### src/rtl/pcie_txcr_pkg.sv
package pcie_txcr_pkg;
  localparam int NUM_CLS   = 3;
  localparam int NUM_TYPES = 2 * NUM_CLS;

  typedef enum logic [1:0] {
    CLS_POST = 2'b00,
    CLS_NONP = 2'b01,
    CLS_CPL  = 2'b10
  } cr_cls_e;

  // bit index of a class's header / data type in a 6-bit type vector
  function automatic int hdr_idx(input int cls);
    return NUM_TYPES - 1 - 2 * cls;
  endfunction

  function automatic int dat_idx(input int cls);
    return NUM_TYPES - 2 - 2 * cls;
  endfunction
endpackage

### src/rtl/pcie_txcr_counter.sv
module pcie_txcr_counter #(
  parameter int W = 8
) (
  input  logic         clk,
  input  logic         rst_n,
  input  logic         link_up,
  input  logic         inc_a,
  input  logic         inc_b,
  output logic [W-1:0] cnt
);
  logic [W-1:0] cnt_q, cnt_d;
  logic         cnt_en;

  always_comb begin
    cnt_en = !link_up || inc_a || inc_b;
    if (!link_up)
      cnt_d = '0;
    else
      cnt_d = cnt_q + {{(W-1){1'b0}}, inc_a} + {{(W-1){1'b0}}, inc_b};
  end

  always_ff @(posedge clk or negedge rst_n) begin
    if (!rst_n)
      cnt_q <= '0;
    else if (cnt_en)
      cnt_q <= cnt_d;
  end

  assign cnt = cnt_q;
endmodule

### src/rtl/pcie_txcr_limits.sv
module pcie_txcr_limits
  import pcie_txcr_pkg::*;
#(
  parameter int HW = 8,
  parameter int DW = 12
) (
  input  logic                          clk,
  input  logic                          rst_n,
  input  logic                          link_up,
  input  logic [HW-1:0]                 lim_hdr,
  input  logic [DW-1:0]                 lim_data,
  input  logic [NUM_TYPES-1:0]          lim_inf,
  output logic [1:0]                    sel,
  output logic [NUM_CLS-1:0][HW-1:0]    lim_h,
  output logic [NUM_CLS-1:0][DW-1:0]    lim_d,
  output logic [NUM_TYPES-1:0]          inf
);
  localparam logic [1:0] LAST_SEL = 2'(NUM_CLS - 1);

  logic [1:0]                 sel_q, sel_d;
  logic                       cap_vld_q, cap_vld_d;
  logic [1:0]                 cap_cls_q, cap_cls_d;
  logic [HW-1:0]              cap_h_q, cap_h_d;
  logic [DW-1:0]              cap_d_q, cap_d_d;
  logic [NUM_CLS-1:0][HW-1:0] tab_h_q, tab_h_d;
  logic [NUM_CLS-1:0][DW-1:0] tab_d_q, tab_d_d;
  logic [NUM_CLS-1:0]         tab_en;
  logic [NUM_TYPES-1:0]       inf_q, inf_d;

  // select sequencer and capture stage
  always_comb begin
    if (!link_up)
      sel_d = 2'b00;
    else if (sel_q == LAST_SEL)
      sel_d = 2'b00;
    else
      sel_d = sel_q + 2'd1;
    cap_vld_d = link_up;
    cap_cls_d = sel_q;
    cap_h_d   = lim_hdr;
    cap_d_d   = lim_data;
    inf_d     = link_up ? lim_inf : '0;
  end

  always_ff @(posedge clk or negedge rst_n) begin
    if (!rst_n) begin
      sel_q     <= 2'b00;
      cap_vld_q <= 1'b0;
      cap_cls_q <= 2'b00;
      cap_h_q   <= '0;
      cap_d_q   <= '0;
      inf_q     <= '0;
    end else begin
      sel_q     <= sel_d;
      cap_vld_q <= cap_vld_d;
      cap_cls_q <= cap_cls_d;
      cap_h_q   <= cap_h_d;
      cap_d_q   <= cap_d_d;
      inf_q     <= inf_d;
    end
  end

  // per-class limit table
  for (genvar c = 0; c < NUM_CLS; c++) begin : g_tab
    always_comb begin
      tab_en[c] = !link_up || (cap_vld_q && (cap_cls_q == 2'(c)));
      if (!link_up) begin
        tab_h_d[c] = '0;
        tab_d_d[c] = '0;
      end else begin
        tab_h_d[c] = cap_h_q;
        tab_d_d[c] = cap_d_q;
      end
    end

    always_ff @(posedge clk or negedge rst_n) begin
      if (!rst_n) begin
        tab_h_q[c] <= '0;
        tab_d_q[c] <= '0;
      end else if (tab_en[c]) begin
        tab_h_q[c] <= tab_h_d[c];
        tab_d_q[c] <= tab_d_d[c];
      end
    end
  end

  assign sel   = sel_q;
  assign lim_h = tab_h_q;
  assign lim_d = tab_d_q;
  assign inf   = inf_q;
endmodule

### src/rtl/pcie_txcr_check.sv
module pcie_txcr_check #(
  parameter int HW = 8,
  parameter int DW = 12
) (
  input  logic          link_up,
  input  logic [HW-1:0] lim_h,
  input  logic [HW-1:0] cnt_h,
  input  logic          inf_h,
  input  logic [DW-1:0] lim_d,
  input  logic [DW-1:0] cnt_d,
  input  logic          inf_d,
  input  logic [HW-1:0] req_h,
  input  logic [DW-1:0] req_d,
  output logic          ok
);
  logic [HW-1:0] avail_h;
  logic [DW-1:0] avail_d;
  logic          hdr_fit, dat_fit;

  always_comb begin
    avail_h = lim_h - cnt_h;
    avail_d = lim_d - cnt_d;
    hdr_fit = inf_h || (avail_h >= req_h);
    dat_fit = inf_d || (avail_d >= req_d);
    ok      = link_up && hdr_fit && dat_fit;
  end
endmodule

### src/rtl/pcie_tx_credit_tracker.sv
module pcie_tx_credit_tracker
  import pcie_txcr_pkg::*;
#(
  parameter int HW = 8,
  parameter int DW = 12
) (
  input  logic                 clk,
  input  logic                 rst_n,
  input  logic                 link_up,
  input  logic [NUM_TYPES-1:0] app_consume,
  input  logic [NUM_TYPES-1:0] eng_consume,
  output logic [1:0]           lim_sel,
  input  logic [HW-1:0]        lim_hdr,
  input  logic [DW-1:0]        lim_data,
  input  logic [NUM_TYPES-1:0] lim_inf,
  input  logic [HW-1:0]        req_hdr,
  input  logic [DW-1:0]        req_data,
  output logic [NUM_CLS-1:0]   send_ok
);
  logic [NUM_CLS-1:0][HW-1:0] lim_h, cnt_h;
  logic [NUM_CLS-1:0][DW-1:0] lim_d, cnt_d;
  logic [NUM_TYPES-1:0]       inf_q;

  pcie_txcr_limits #(.HW(HW), .DW(DW)) u_limits (
    .clk      (clk),
    .rst_n    (rst_n),
    .link_up  (link_up),
    .lim_hdr  (lim_hdr),
    .lim_data (lim_data),
    .lim_inf  (lim_inf),
    .sel      (lim_sel),
    .lim_h    (lim_h),
    .lim_d    (lim_d),
    .inf      (inf_q)
  );

  for (genvar c = 0; c < NUM_CLS; c++) begin : g_cls
    localparam int HB = hdr_idx(c);
    localparam int DB = dat_idx(c);

    pcie_txcr_counter #(.W(HW)) u_cnt_h (
      .clk     (clk),
      .rst_n   (rst_n),
      .link_up (link_up),
      .inc_a   (app_consume[HB]),
      .inc_b   (eng_consume[HB]),
      .cnt     (cnt_h[c])
    );

    pcie_txcr_counter #(.W(DW)) u_cnt_d (
      .clk     (clk),
      .rst_n   (rst_n),
      .link_up (link_up),
      .inc_a   (app_consume[DB]),
      .inc_b   (eng_consume[DB]),
      .cnt     (cnt_d[c])
    );

    pcie_txcr_check #(.HW(HW), .DW(DW)) u_chk (
      .link_up (link_up),
      .lim_h   (lim_h[c]),
      .cnt_h   (cnt_h[c]),
      .inf_h   (inf_q[HB]),
      .lim_d   (lim_d[c]),
      .cnt_d   (cnt_d[c]),
      .inf_d   (inf_q[DB]),
      .req_h   (req_hdr),
      .req_d   (req_data),
      .ok      (send_ok[c])
    );
  end
endmodule

### config.mk
export PLATFORM = sky130hd
export DESIGN_NAME = pcie_tx_credit_tracker
export DESIGN_NICKNAME = d
export VERILOG_FILES = /design/src/rtl/pcie_txcr_pkg.sv /design/src/rtl/pcie_txcr_counter.sv /design/src/rtl/pcie_txcr_limits.sv /design/src/rtl/pcie_txcr_check.sv /design/src/rtl/pcie_tx_credit_tracker.sv
export SDC_FILE = /design/constraint.sdc
export NUM_CORES = 1
export LEC_CHECK = 0
export ABC_CLOCK_PERIOD_IN_PS = 5490
export BUFFER_PORTS_ARGS = -buffer_cell sky130_fd_sc_hd__buf_2
export CORE_ASPECT_RATIO = 0.75
export CORE_MARGIN = 4
export CORE_UTILIZATION = 60
export CTS_CLUSTER_SIZE = 25
export DETAILED_ROUTE_END_ITERATION = 10
export PLACE_DENSITY_LB_ADDON = 0.3
export SLEW_MARGIN = 20
export SYNTH_ARGS = -nofsm -noshare
export SYNTH_HDL_FRONTEND = slang
export SYNTH_SLANG_ARGS = --single-unit
### constraint.sdc
create_clock -name clk -period 5.49 [get_ports clk]
set_input_delay 0.2745 -clock clk [delete_from_list [all_inputs] [get_ports clk]]
set_output_delay 0.2745 -clock clk [all_outputs]
set_load 0.02 [all_outputs]
==> flow_summary.json, run 1 <==
{
  "status": "finished clean",
  "synthTopCellsByArea": "dfrtp_1, ha_1, xnor2_1, nand2_1, a21boi_0",
  "dp_hpwl_um": 17000,
  "post-route-period-util_pct": 76.4,
  "cp-endpoint": "send_ok[1]",
  "gp_congestion": 0.877,
  "fin_skew_ns": 0.00764,
  "drive_gt1_share_pct": 9.75,
  "crit_arrival_ns": 3.92,
  "worst-r2r-cell-count": 6,
  "multiInputGateArea_mm2": 0.00590,
  "wirelength_um": 23200,
  "yosys.area.top_type": "dfrtp_1",
  "synthCells": 1089,
  "powerDensity_mw_per_mm2": 285,
  "drv_slew": 0,
  "synthFlopType": "dfrtp_1",
  "cap_violations": 0,
  "drt_iter0_drc": 491,
  "clock_sinks": 151,
  "grt_max_degree": 100,
  "nets": 1360,
  "end_kind": "output port",
  "numPortBuffers": 65,
  "switchingPower_mw": 1.07,
  "worst_setup_path_start_kind": "flip-flop",
  "grt_pass1_wl_um": 38800,
  "combPwrFrac_pct": 27.0,
  "clock.fmax_mhz": 238,
  "synth.top_cell.area_share_pct": 37.3,
  "dpl_cell_area_mm2": 0.0106,
  "async_reset_ff_share_pct": 100,
  "drc": 0,
  "syn_area_mm2": 0.0101,
  "met1_usage_pct": 38.0,
  "postRouteAntennaNets": 0,
  "yosys_warnings": 0,
  "swShare_pct": 32.8,
  "grt_use_met2_pct": 38.2,
  "cts_made_buffers": 17,
  "core_mm2": 0.0163,
  "ff2ff_setup_slack_ns": 3.57,
  "seq_area_frac_synth_pct": 37.3,
  "grt_pass1_vias": 7938,
  "synth_seq_cells": 151,
  "finalInstanceArea_mm2": 0.0114,
  "p_leak_nw": 5.35,
  "initial_core_util_pct": 62.3,
  "cts_tree": "done",
  "path_clk_slew_ns": 0.07,
  "worst_ir_drop_vdd_mv": 0.217,
  "insertion_delay_ns": 0.44,
  "syn-num-nets": 1282,
  "reg2reg_to": "g_cls[1].u_cnt_d.cnt[4]",
  "finalSetupViolCount": 0,
  "seq_area_mm2": 0.00378,
  "first_pass_iters": 6,
  "criticalPathCategory": "flip-flop to output port",
  "ctsHtreeMaxLevel": 4,
  "diodes": 0,
  "preCtsSetupSlack_ns": 1.80,
  "fin_setup_tns_ns": 0,
  "worst_pin_slew_ns": 0.889,
  "top_usage_layer": "met2",
  "syn_area_per_cell_um2": 9.30,
  "use_met3_pct": 6.37,
  "pwr-share-clk_pct": 35.9,
  "slew_headroom_pct": 40.7,
  "vias": 7803,
  "dieArea_mm2": 0.0190,
  "cts_resized": 0,
  "grt_overflow": 0,
  "min_from": "lim_inf[1]",
  "rsz0062_at_grt": "false",
  "vias_per_cell": 5.61,
  "cp_max_fo": 7,
  "antenna_found_initial": 0,
  "hold_viol_final": 0,
  "ioPinCount": 66,
  "hold_class": "primary input to flip-flop",
  "root_buffer": "clkbuf_16",
  "die-width_um": 158,
  "synth_edf_count": 0,
  "fp.dieH_um": 121,
  "fill_cells": 1249,
  "setup_ws_ns": 1.30,
  "area_growth_pct": 12.8,
  "routedWlPerCell_um": 16.7,
  "cp.required_ns": 5.22,
  "worst_r2r_startpoint": "g_cls[1].u_cnt_d.cnt[0]",
  "seqPwrFrac_pct": 37.1,
  "cts_buffer_depth": 2,
  "power.internal_mw": 2.19,
  "ys_types": 56,
  "track_usage_pct": 25.8,
  "crit_path_start": "g_cls[1].u_cnt_d.cnt[1]",
  "row_count": 40,
  "fin_crit_ns": 4.19
}
==> metal layers <==
layer / part of all wire [%] / vias to the layer above
li1: - / 3863
met1: 49 / 3714
met2: 42 / 197
met3: 6.7 / 29
met4: 1.4 / 0
met5: 0 / -
==> synth_stat cells, types with 2 or more instances <==
cell type	n
o21bai_1	5
and4b_1	2
inv_1	87
a2bb2oi_1	2
nor3b_1	2
nand3b_1	2
a21boi_0	76
nand3_1	19
and3b_1	3
o21a_1	4
buf_4	3
ha_1	120
nand2_1	168
or3_1	13
o21ai_0	45
fa_1	12
nand4_1	11
o211ai_1	4
xor2_1	14
a31oi_1	4
nand4b_1	3
a21boi_1	2
a211oi_1	7
nor3_1	14
a21oi_1	46
nand2b_1	10
and4_1	2
and2_1	50
nor2_1	35
a31o_2	2
nor2b_1	10
a21o_1	27
dfrtp_1	151
o31ai_1	3
or3b_1	2
xnor2_1	78
clkbuf_1	26
and3_1	7
==> kinds of logic after synthesis <==
group                      share of synthesized area [%]
AOI/OAI and AO/OA                                   15.6
and+or+nand+nor                                     17.4
DFF                                                 37.3
xor gates and xnor gates                            7.96
adders and majority gates                           17.2
buffers and inverters                               4.50
==> repair_timing <==
| item | in CTS | in global routing |
|---|---|---|
| setup buffers | 0 | 0 |
| hold buffers | 21 | 0 |
| endpoints found under the hold margin | 110 | 0 |
==> worst max-delay path: stages, from the launching register on <==
cell     delay (ns)
dfrtp_1        0.48
inv_1          0.13
fa_1           0.48
a21o_1         0.17
a21oi_1        0.26
o21ai_0        0.17
a31o_2         0.26
a21oi_1        0.18
xnor2_1        0.15
ha_1           0.26
nor2b_1        0.13
o21ai_0        0.13
nand2_1        0.07
a31oi_1        0.23
and4b_1        0.22
buf_2          0.15
==> through the flow <==
stage	std cells	hold slack, ns	util, %	power [mW]
floorplan	1089	-0.0211	-	1.85
global placement	1337	0.382	65.3	2.04
detailed placement	1337	0.384	65.3	2.08
CTS	1390	0.0329	70.2	3.26
global route	1390	0.0427	70.2	3.45
finish	1390	0.0436	70.2	3.25
==> flip-flops by register name, summed over array words and instances, names as in the netlist <==
register,flops
g_cls.u_cnt_d.cnt,36
u_limits.cap_h_q,8
u_limits.lim_h,24
u_limits.cap_vld_q,1
u_limits.cap_cls_q,2
u_limits.lim_d,36
g_cls.u_cnt_h.cnt,24
u_limits.inf,6
u_limits.sel,2
u_limits.cap_d_q,12
==> placed cells by master (no fill, tap or decap), types with 19 or more instances in the layout <==
cell	count
ha_1	120
dfrtp_1	151
buf_2	63
a21o_1	27
xnor2_1	78
nand3_1	19
a21oi_1	46
nor2_1	35
dlygate4sd3_1	21
and2_1	50
a21boi_0	76
o21ai_0	45
inv_1	87
nand2_1	168
==> how the worst min path moves through the flow <==
stage	endpoint	slack (ns)	cells after the start
2_1_floorplan	g_cls[0].u_cnt_d.cnt[0]	-0.02	0
3_3_place_gp	u_limits.cap_h_q[1]	0.38	1
3_5_place_dp	u_limits.cap_d_q[2]	0.38	1
4_1_cts	u_limits.inf[1]	0.03	2
5_1_grt	u_limits.inf[0]	0.04	2
6_report	u_limits.inf[1]	0.04	2
==> cell type report <==
type | instances | area share, %
Clock buffer | 18 | 3.84
Clock inverter | 14 | 1.30
Inverter | 88 | 2.89
Multi-Input combinational cell | 820 | 51.6
Sequential cell | 151 | 33.1
Tap cell | 210 | 2.30
Timing Repair Buffer | 89 | 4.96
==> power groups by stage <==
stage | combinational [mW] | clock, mW | sequential [mW]
floorplan | 0.648 | 0 | 1.21
detailed placement | 0.851 | 0 | 1.22
CTS | 0.878 | 1.18 | 1.20
global placement | 0.819 | 0 | 1.22
finish | 0.878 | 1.17 | 1.21
global route | 1.01 | 1.24 | 1.21
Note: power is estimated with default switching activity, not from simulation.
==> run 2: changes to the inputs <==
- ABC_CLOCK_PERIOD_IN_PS: 5490 -> 3500
- CORE_UTILIZATION: 60 -> 56
- clock period: 5.49 -> 3.5 ns (I/O delays scaled with it)
==> flow_summary.json, run 2 (synthesis results as in run 1) <==
{
  "dp_hpwl_um": 17300,
  "postRouteAntennaNets": 0,
  "grt_overflow": 0,
  "fin_skew_ns": 0.00798,
  "drc": 0,
  "violations": "negative setup slack",
  "cts_buffer_depth": 2,
  "insertion_delay_ns": 0.44,
  "routedWlPerCell_um": 16.8,
  "vias": 7991,
  "layout_common_cells": "nand2_1, dfrtp_1, ha_1",
  "nets": 1386,
  "fin_crit_ns": 3.82,
  "ctsHtreeMaxLevel": 4,
  "first_pass_iters": 5,
  "hold_viol_final": 0,
  "slew_headroom_pct": 43.0,
  "status": "finished, violations left",
  "gp_congestion": 0.918,
  "die-width_um": 163,
  "utilization_pct": 66.7,
  "worst-r2r-cell-count": 7,
  "grt_pass1_vias": 7908,
  "dieArea_mm2": 0.0203,
  "worst_setup_path_start_kind": "flip-flop",
  "cap_violations": 0,
  "rsz0062_at_grt": "true",
  "drt_iter0_drc": 564,
  "crit_arrival_ns": 3.64,
  "path_clk_slew_ns": 0.07,
  "track_usage_pct": 25.0,
  "core_mm2": 0.0177,
  "ff2ff_setup_slack_ns": 1.60,
  "area_growth_pct": 16.7,
  "reg2reg_to": "g_cls[1].u_cnt_d.cnt[4]",
  "antenna_found_initial": 0,
  "ioPinCount": 66,
  "timing.hold.ws_ns": 0.117,
  "worst_pin_slew_ns": 0.853,
  "worst_r2r_startpoint": "g_cls[1].u_cnt_d.cnt[0]",
  "setup_ws_ns": -0.315,
  "drive_gt1_share_pct": 13.2,
  "cp.required_ns": 3.32,
  "grt_pass1_wl_um": 40400,
  "root_buffer": "clkbuf_16",
  "end_kind": "output port",
  "total_power_mw": 5.37,
  "wirelength_um": 24300,
  "cts_made_buffers": 17,
  "finalSetupViolCount": 3,
  "clock.fmax_mhz": 262,
  "preCtsSetupSlack_ns": 0.0220,
  "dpl_cell_area_mm2": 0.0107,
  "post-route-period-util_pct": 109,
  "diodes": 0,
  "powerDensity_mw_per_mm2": 454,
  "cts_tree": "done",
  "numPortBuffers": 65,
  "p_leak_nw": 5.51,
  "hold_class": "primary input to flip-flop",
  "cp-endpoint": "send_ok[1]",
  "fin_setup_tns_ns": -0.615,
  "row_count": 42,
  "crit_path_start": "u_limits.lim_d[12]",
  "finalInstanceArea_mm2": 0.0118,
  "drv_slew": 0,
  "initial_core_util_pct": 57.2,
  "criticalPathCategory": "flip-flop to output port",
  "dp.cells": 1377,
  "worst_ir_drop_vdd_mv": 0.407,
  "cp_max_fo": 2,
  "vias_per_cell": 5.52,
  "grt_max_degree": 68,
  "clock_sinks": 151,
  "fp.dieH_um": 124,
  "layout_commonest_cell": "nand2_1",
  "final_cells": 1448
}
## run 2: cell count changes in the layout (fill, tap and decap cells not counted), sizes merged
cell         delta
inv             -1
clkbuf          -1
dlygate4sd3     +6
buf            +20
bufinv          +2
clkinvlp        -1
clkinv          +1
## run 2: layout make-up
| cell class | count | area (um2) |
|---|---|---|
| multi-input cells | 820 | 5990 |
| fillers | 1395 | 5890 |
| flip-flops and latches | 151 | 3780 |
| repair buffers | 115 | 783 |
| clock buffers | 17 | 425 |
| inverters | 88 | 330 |
| well taps | 242 | 303 |
| clock inverters | 15 | 204 |
## run 2: worst min path at each step
stage | startpoint | to | cells after the start
floorplan | rst_n | g_cls[0].u_cnt_d.cnt[0] | 0
global placement | rst_n | g_cls[2].u_cnt_d.cnt[3] | 1
detailed placement | rst_n | g_cls[2].u_cnt_d.cnt[1] | 1
CTS | eng_consume[1] | g_cls[2].u_cnt_h.cnt[1] | 3
global route | eng_consume[5] | g_cls[0].u_cnt_h.cnt[0] | 3
finish | eng_consume[5] | g_cls[0].u_cnt_h.cnt[0] | 3
## run 2: report_power, final
group / internal, mW / switching, mW
Clock: 1.10 / 0.865
Combinational: 0.720 / 0.795
Sequential: 1.81 / 0.0744
Total: 3.63 / 1.73
## run 2: critical path, cell delays in order, from the launching register on
cell     delay, ns
dfrtp_1       0.38
inv_1         0.06
ha_1          0.15
inv_1         0.06
fa_2          0.36
a21o_1        0.18
a21oi_2       0.16
o21ai_2       0.08
a31o_2        0.25
a21oi_2       0.15
xnor2_1       0.14
ha_1          0.27
nor2b_1       0.15
o21ai_1       0.12
nand2_1       0.07
a31oi_1       0.14
buf_4         0.14
and4b_1       0.21
buf_2         0.16
## run 2: metal layers
layer	track usage [%]	part of all wire, %	up-vias
li1	-	-	3908
met1	38.0	50	3844
met2	37.1	43	211
met3	4.00	5.5	28
met4	6.61	1.4	0
met5	0	0	-
## run 2: timing repair
item | in CTS | in global routing
resized for setup | 25 | 8
buffers inserted | 9 | 3
hold buffers | 27 | 0
pin swaps | 19 | 12
gates cloned | 0 | 0
hold endpoints to repair | 88 | 0
setup endpoints to repair | 3 | 3
==> run 3: changes to the inputs <==
- SYNTH_HIERARCHICAL: unset -> 1
==> flow_summary.json, run 3 <==
{
  "dieArea_mm2": 0.0216,
  "total_power_mw": 5.28,
  "criticalPathCategory": "flip-flop to output port",
  "ys_types": 55,
  "cp.required_ns": 3.32,
  "layout_commonest_cell": "dfrtp_1",
  "synthTopCellsByArea": "dfrtp_1, ha_1, mux2i_1, nand2_1, inv_1",
  "die-width_um": 168,
  "synthFlopType": "dfrtp_1",
  "yosys.area.top_type": "dfrtp_1",
  "slew_headroom_pct": 49.0,
  "drc": 0,
  "syn_area_per_cell_um2": 9.51,
  "seq_area_frac_synth_pct": 34.9,
  "path_clk_slew_ns": 0.07,
  "synth.top_cell.area_share_pct": 34.9,
  "vias_per_cell": 5.73,
  "syn-num-nets": 1333,
  "status": "finished, violations left",
  "vias": 8592,
  "worst_ir_drop_vdd_mv": 0.230,
  "syn_area_mm2": 0.0108,
  "cts_made_buffers": 17,
  "row_count": 43,
  "wirelength_um": 26100,
  "grt_max_degree": 80,
  "first_pass_iters": 5,
  "dp.cells": 1431,
  "nets": 1437,
  "track_usage_pct": 24.6,
  "cp_num_buf_inv": 3,
  "fill_cells": 1498,
  "p_leak_nw": 5.84,
  "hold_viol_final": 0,
  "synth_seq_cells": 151,
  "cpPeakStageDelay_ns": 0.38,
  "insertion_delay_ns": 0.43,
  "ctsHtreeMaxLevel": 4,
  "cap_violations": 0,
  "critPathSlowestCell": "dfrtp_1",
  "fp.dieH_um": 128,
  "hold_class": "primary input to flip-flop",
  "crit_arrival_ns": 3.47,
  "drv_slew": 0,
  "timing.hold.ws_ns": 0.143,
  "root_buffer": "clkbuf_16",
  "powerDensity_mw_per_mm2": 426,
  "post-route-period-util_pct": 104,
  "area_growth_pct": 14.5,
  "drive_gt1_share_pct": 14.5,
  "violations": "negative setup slack",
  "cts_buffer_depth": 2,
  "cts_tree": "done",
  "synthCells": 1137,
  "gp_congestion": 0.947,
  "async_reset_ff_share_pct": 100,
  "drt_iter0_drc": 830,
  "finalInstanceArea_mm2": 0.0124,
  "seq_area_mm2": 0.00378,
  "synth_common_cells": "dfrtp_1, nand2_1, inv_1",
  "clock_sinks": 151,
  "clock.fmax_mhz": 274,
  "rsz0062_at_grt": "true",
  "setup_ws_ns": -0.149,
  "grt_pass1_vias": 8234,
  "cp_max_fo": 2,
  "multiInputGateArea_mm2": 0.00645,
  "dp_hpwl_um": 18800,
  "synth_edf_count": 0,
  "end_kind": "output port",
  "postRouteAntennaNets": 0,
  "grt_overflow": 0,
  "ioPinCount": 66,
  "final_cells": 1499,
  "cpLargestDelayFamily": "compound AO/OA/AOI/OAI gates",
  "diodes": 0,
  "fin_crit_ns": 3.65,
  "dpl_cell_area_mm2": 0.0114,
  "routedWlPerCell_um": 17.4,
  "fin_setup_tns_ns": -0.312,
  "layout_common_cells": "dfrtp_1, nand2_1, inv_1",
  "finalSetupViolCount": 3,
  "yosysMostFrequentCell": "dfrtp_1",
  "numPortBuffers": 65,
  "fin_skew_ns": 0.00834,
  "crit_chain": "inv_1 > ha_2 > inv_2 > fa_2 > a21o_1 > a2111oi_4 > xnor2_1 > ha_1 > nand2_1 > nor3_2 > a21oi_1 > o211ai_1 > and3_1 > buf_6",
  "core_mm2": 0.0187,
  "ff2ff_setup_slack_ns": 1.79,
  "yosys_warnings": 6,
  "worst_pin_slew_ns": 0.765,
  "grt_pass1_wl_um": 42600,
  "initial_core_util_pct": 57.8,
  "antenna_found_initial": 0,
  "worst_setup_path_start_kind": "flip-flop"
}
run 3: changes by cell type in the layout (fill, tap and decap cells not counted), moves of 8 or more:
cell      before  now
nor3_1        14    2
nor2_1        35   27
a21oi_1       37   61
a21boi_0      76    7
and2_1        50   11
ha_2           0    8
o31ai_1        1   16
mux2i_1        0   70
inv_1         84  124
nand4_1       11   24
xnor2_1       78   38
or2b_1         0    9
nand2_1      168  136
or4_1          0   16
run 3: area by class of cell:
| cell class | instances | share of cell area (%) |
|---|---|---|
| Tap cell | 247 | 2.50 |
| Clock inverter | 13 | 0.930 |
| Clock buffer | 17 | 3.44 |
| Multi-Input combinational cell | 826 | 52.1 |
| Inverter | 129 | 3.91 |
| Timing Repair Buffer | 116 | 6.56 |
| Sequential cell | 151 | 30.6 |
run 3: through the flow:
step	worst slack, ns	utilization [%]
global route	-0.251	66.1
CTS	-0.163	65.4
detailed placement	0.209	60.6
floorplan	0.592	-
global placement	0.282	60.6
finish	-0.149	66.1
run 3: logic make-up (layout without fill, tap and decap cells):
logic type | after synthesis | in the layout | synth area share [%]
XOR/XNOR | 60 | 60 | 4.86
flip-flops | 151 | 151 | 34.9
buffers and inverters | 160 | 275 | 6.45
multiplexers | 70 | 70 | 6.48
AND/OR/NAND/NOR | 324 | 324 | 15.9
AO/OA/AOI/OAI | 237 | 237 | 14.9
adder cells (fa/ha/maj) | 135 | 135 | 16.5
run 3: worst register-to-register path, stage by stage (launching register included):
cell     delay, ns
dfrtp_1       0.40
fa_1          0.28
nand4_1       0.28
or4_1         0.47
a21oi_1       0.18
run 3: routing by layer:
layer  track usage (%)  wire length [um]  vias up
met1              37.1             13000     4097
met4              7.63               550        0
met2              35.7             11000      249
met3              5.19              1570       44
li1                  -                 -     4202
met5                 0                 0        -
run 3: timing repair:
item                                   in CTS  in global routing
resized for setup                          17                 31
endpoints found under the hold margin     103                  0
setup endpoints to repair                   3                  3
buffers inserted                            5                  6
pin swaps                                  27                 21
hold buffers                               27                  0
run 3: where the power goes:
group | switching, mW | total (mW) | internal [mW] | leakage (nW)
logic | 0.886 | 1.67 | 0.779 | 3.56
clock network | 0.804 | 1.73 | 0.922 | 0.262
registers | 0.0669 | 1.88 | 1.82 | 2.02
total | 1.76 | 5.28 | 3.52 | 5.84
run 3: worst paths after layout:
check | start | to | cells after the start
worst max-delay path | u_limits/lim_d[12] | send_ok[1] | 14
worst min-delay path | eng_consume[1] | g_cls[2].u_cnt_h/cnt[1] | 3
worst max register to register | g_cls[0].u_cnt_d/cnt[0] | g_cls[0].u_cnt_d/cnt[7] | 4
worst min register to register | u_limits/sel[0] | u_limits/cap_cls_q[0] | 0
max in group asynchronous | rst_n | g_cls[0].u_cnt_d/cnt[3] | 3
min in group asynchronous | rst_n | g_cls[1].u_cnt_d/cnt[6] | 2
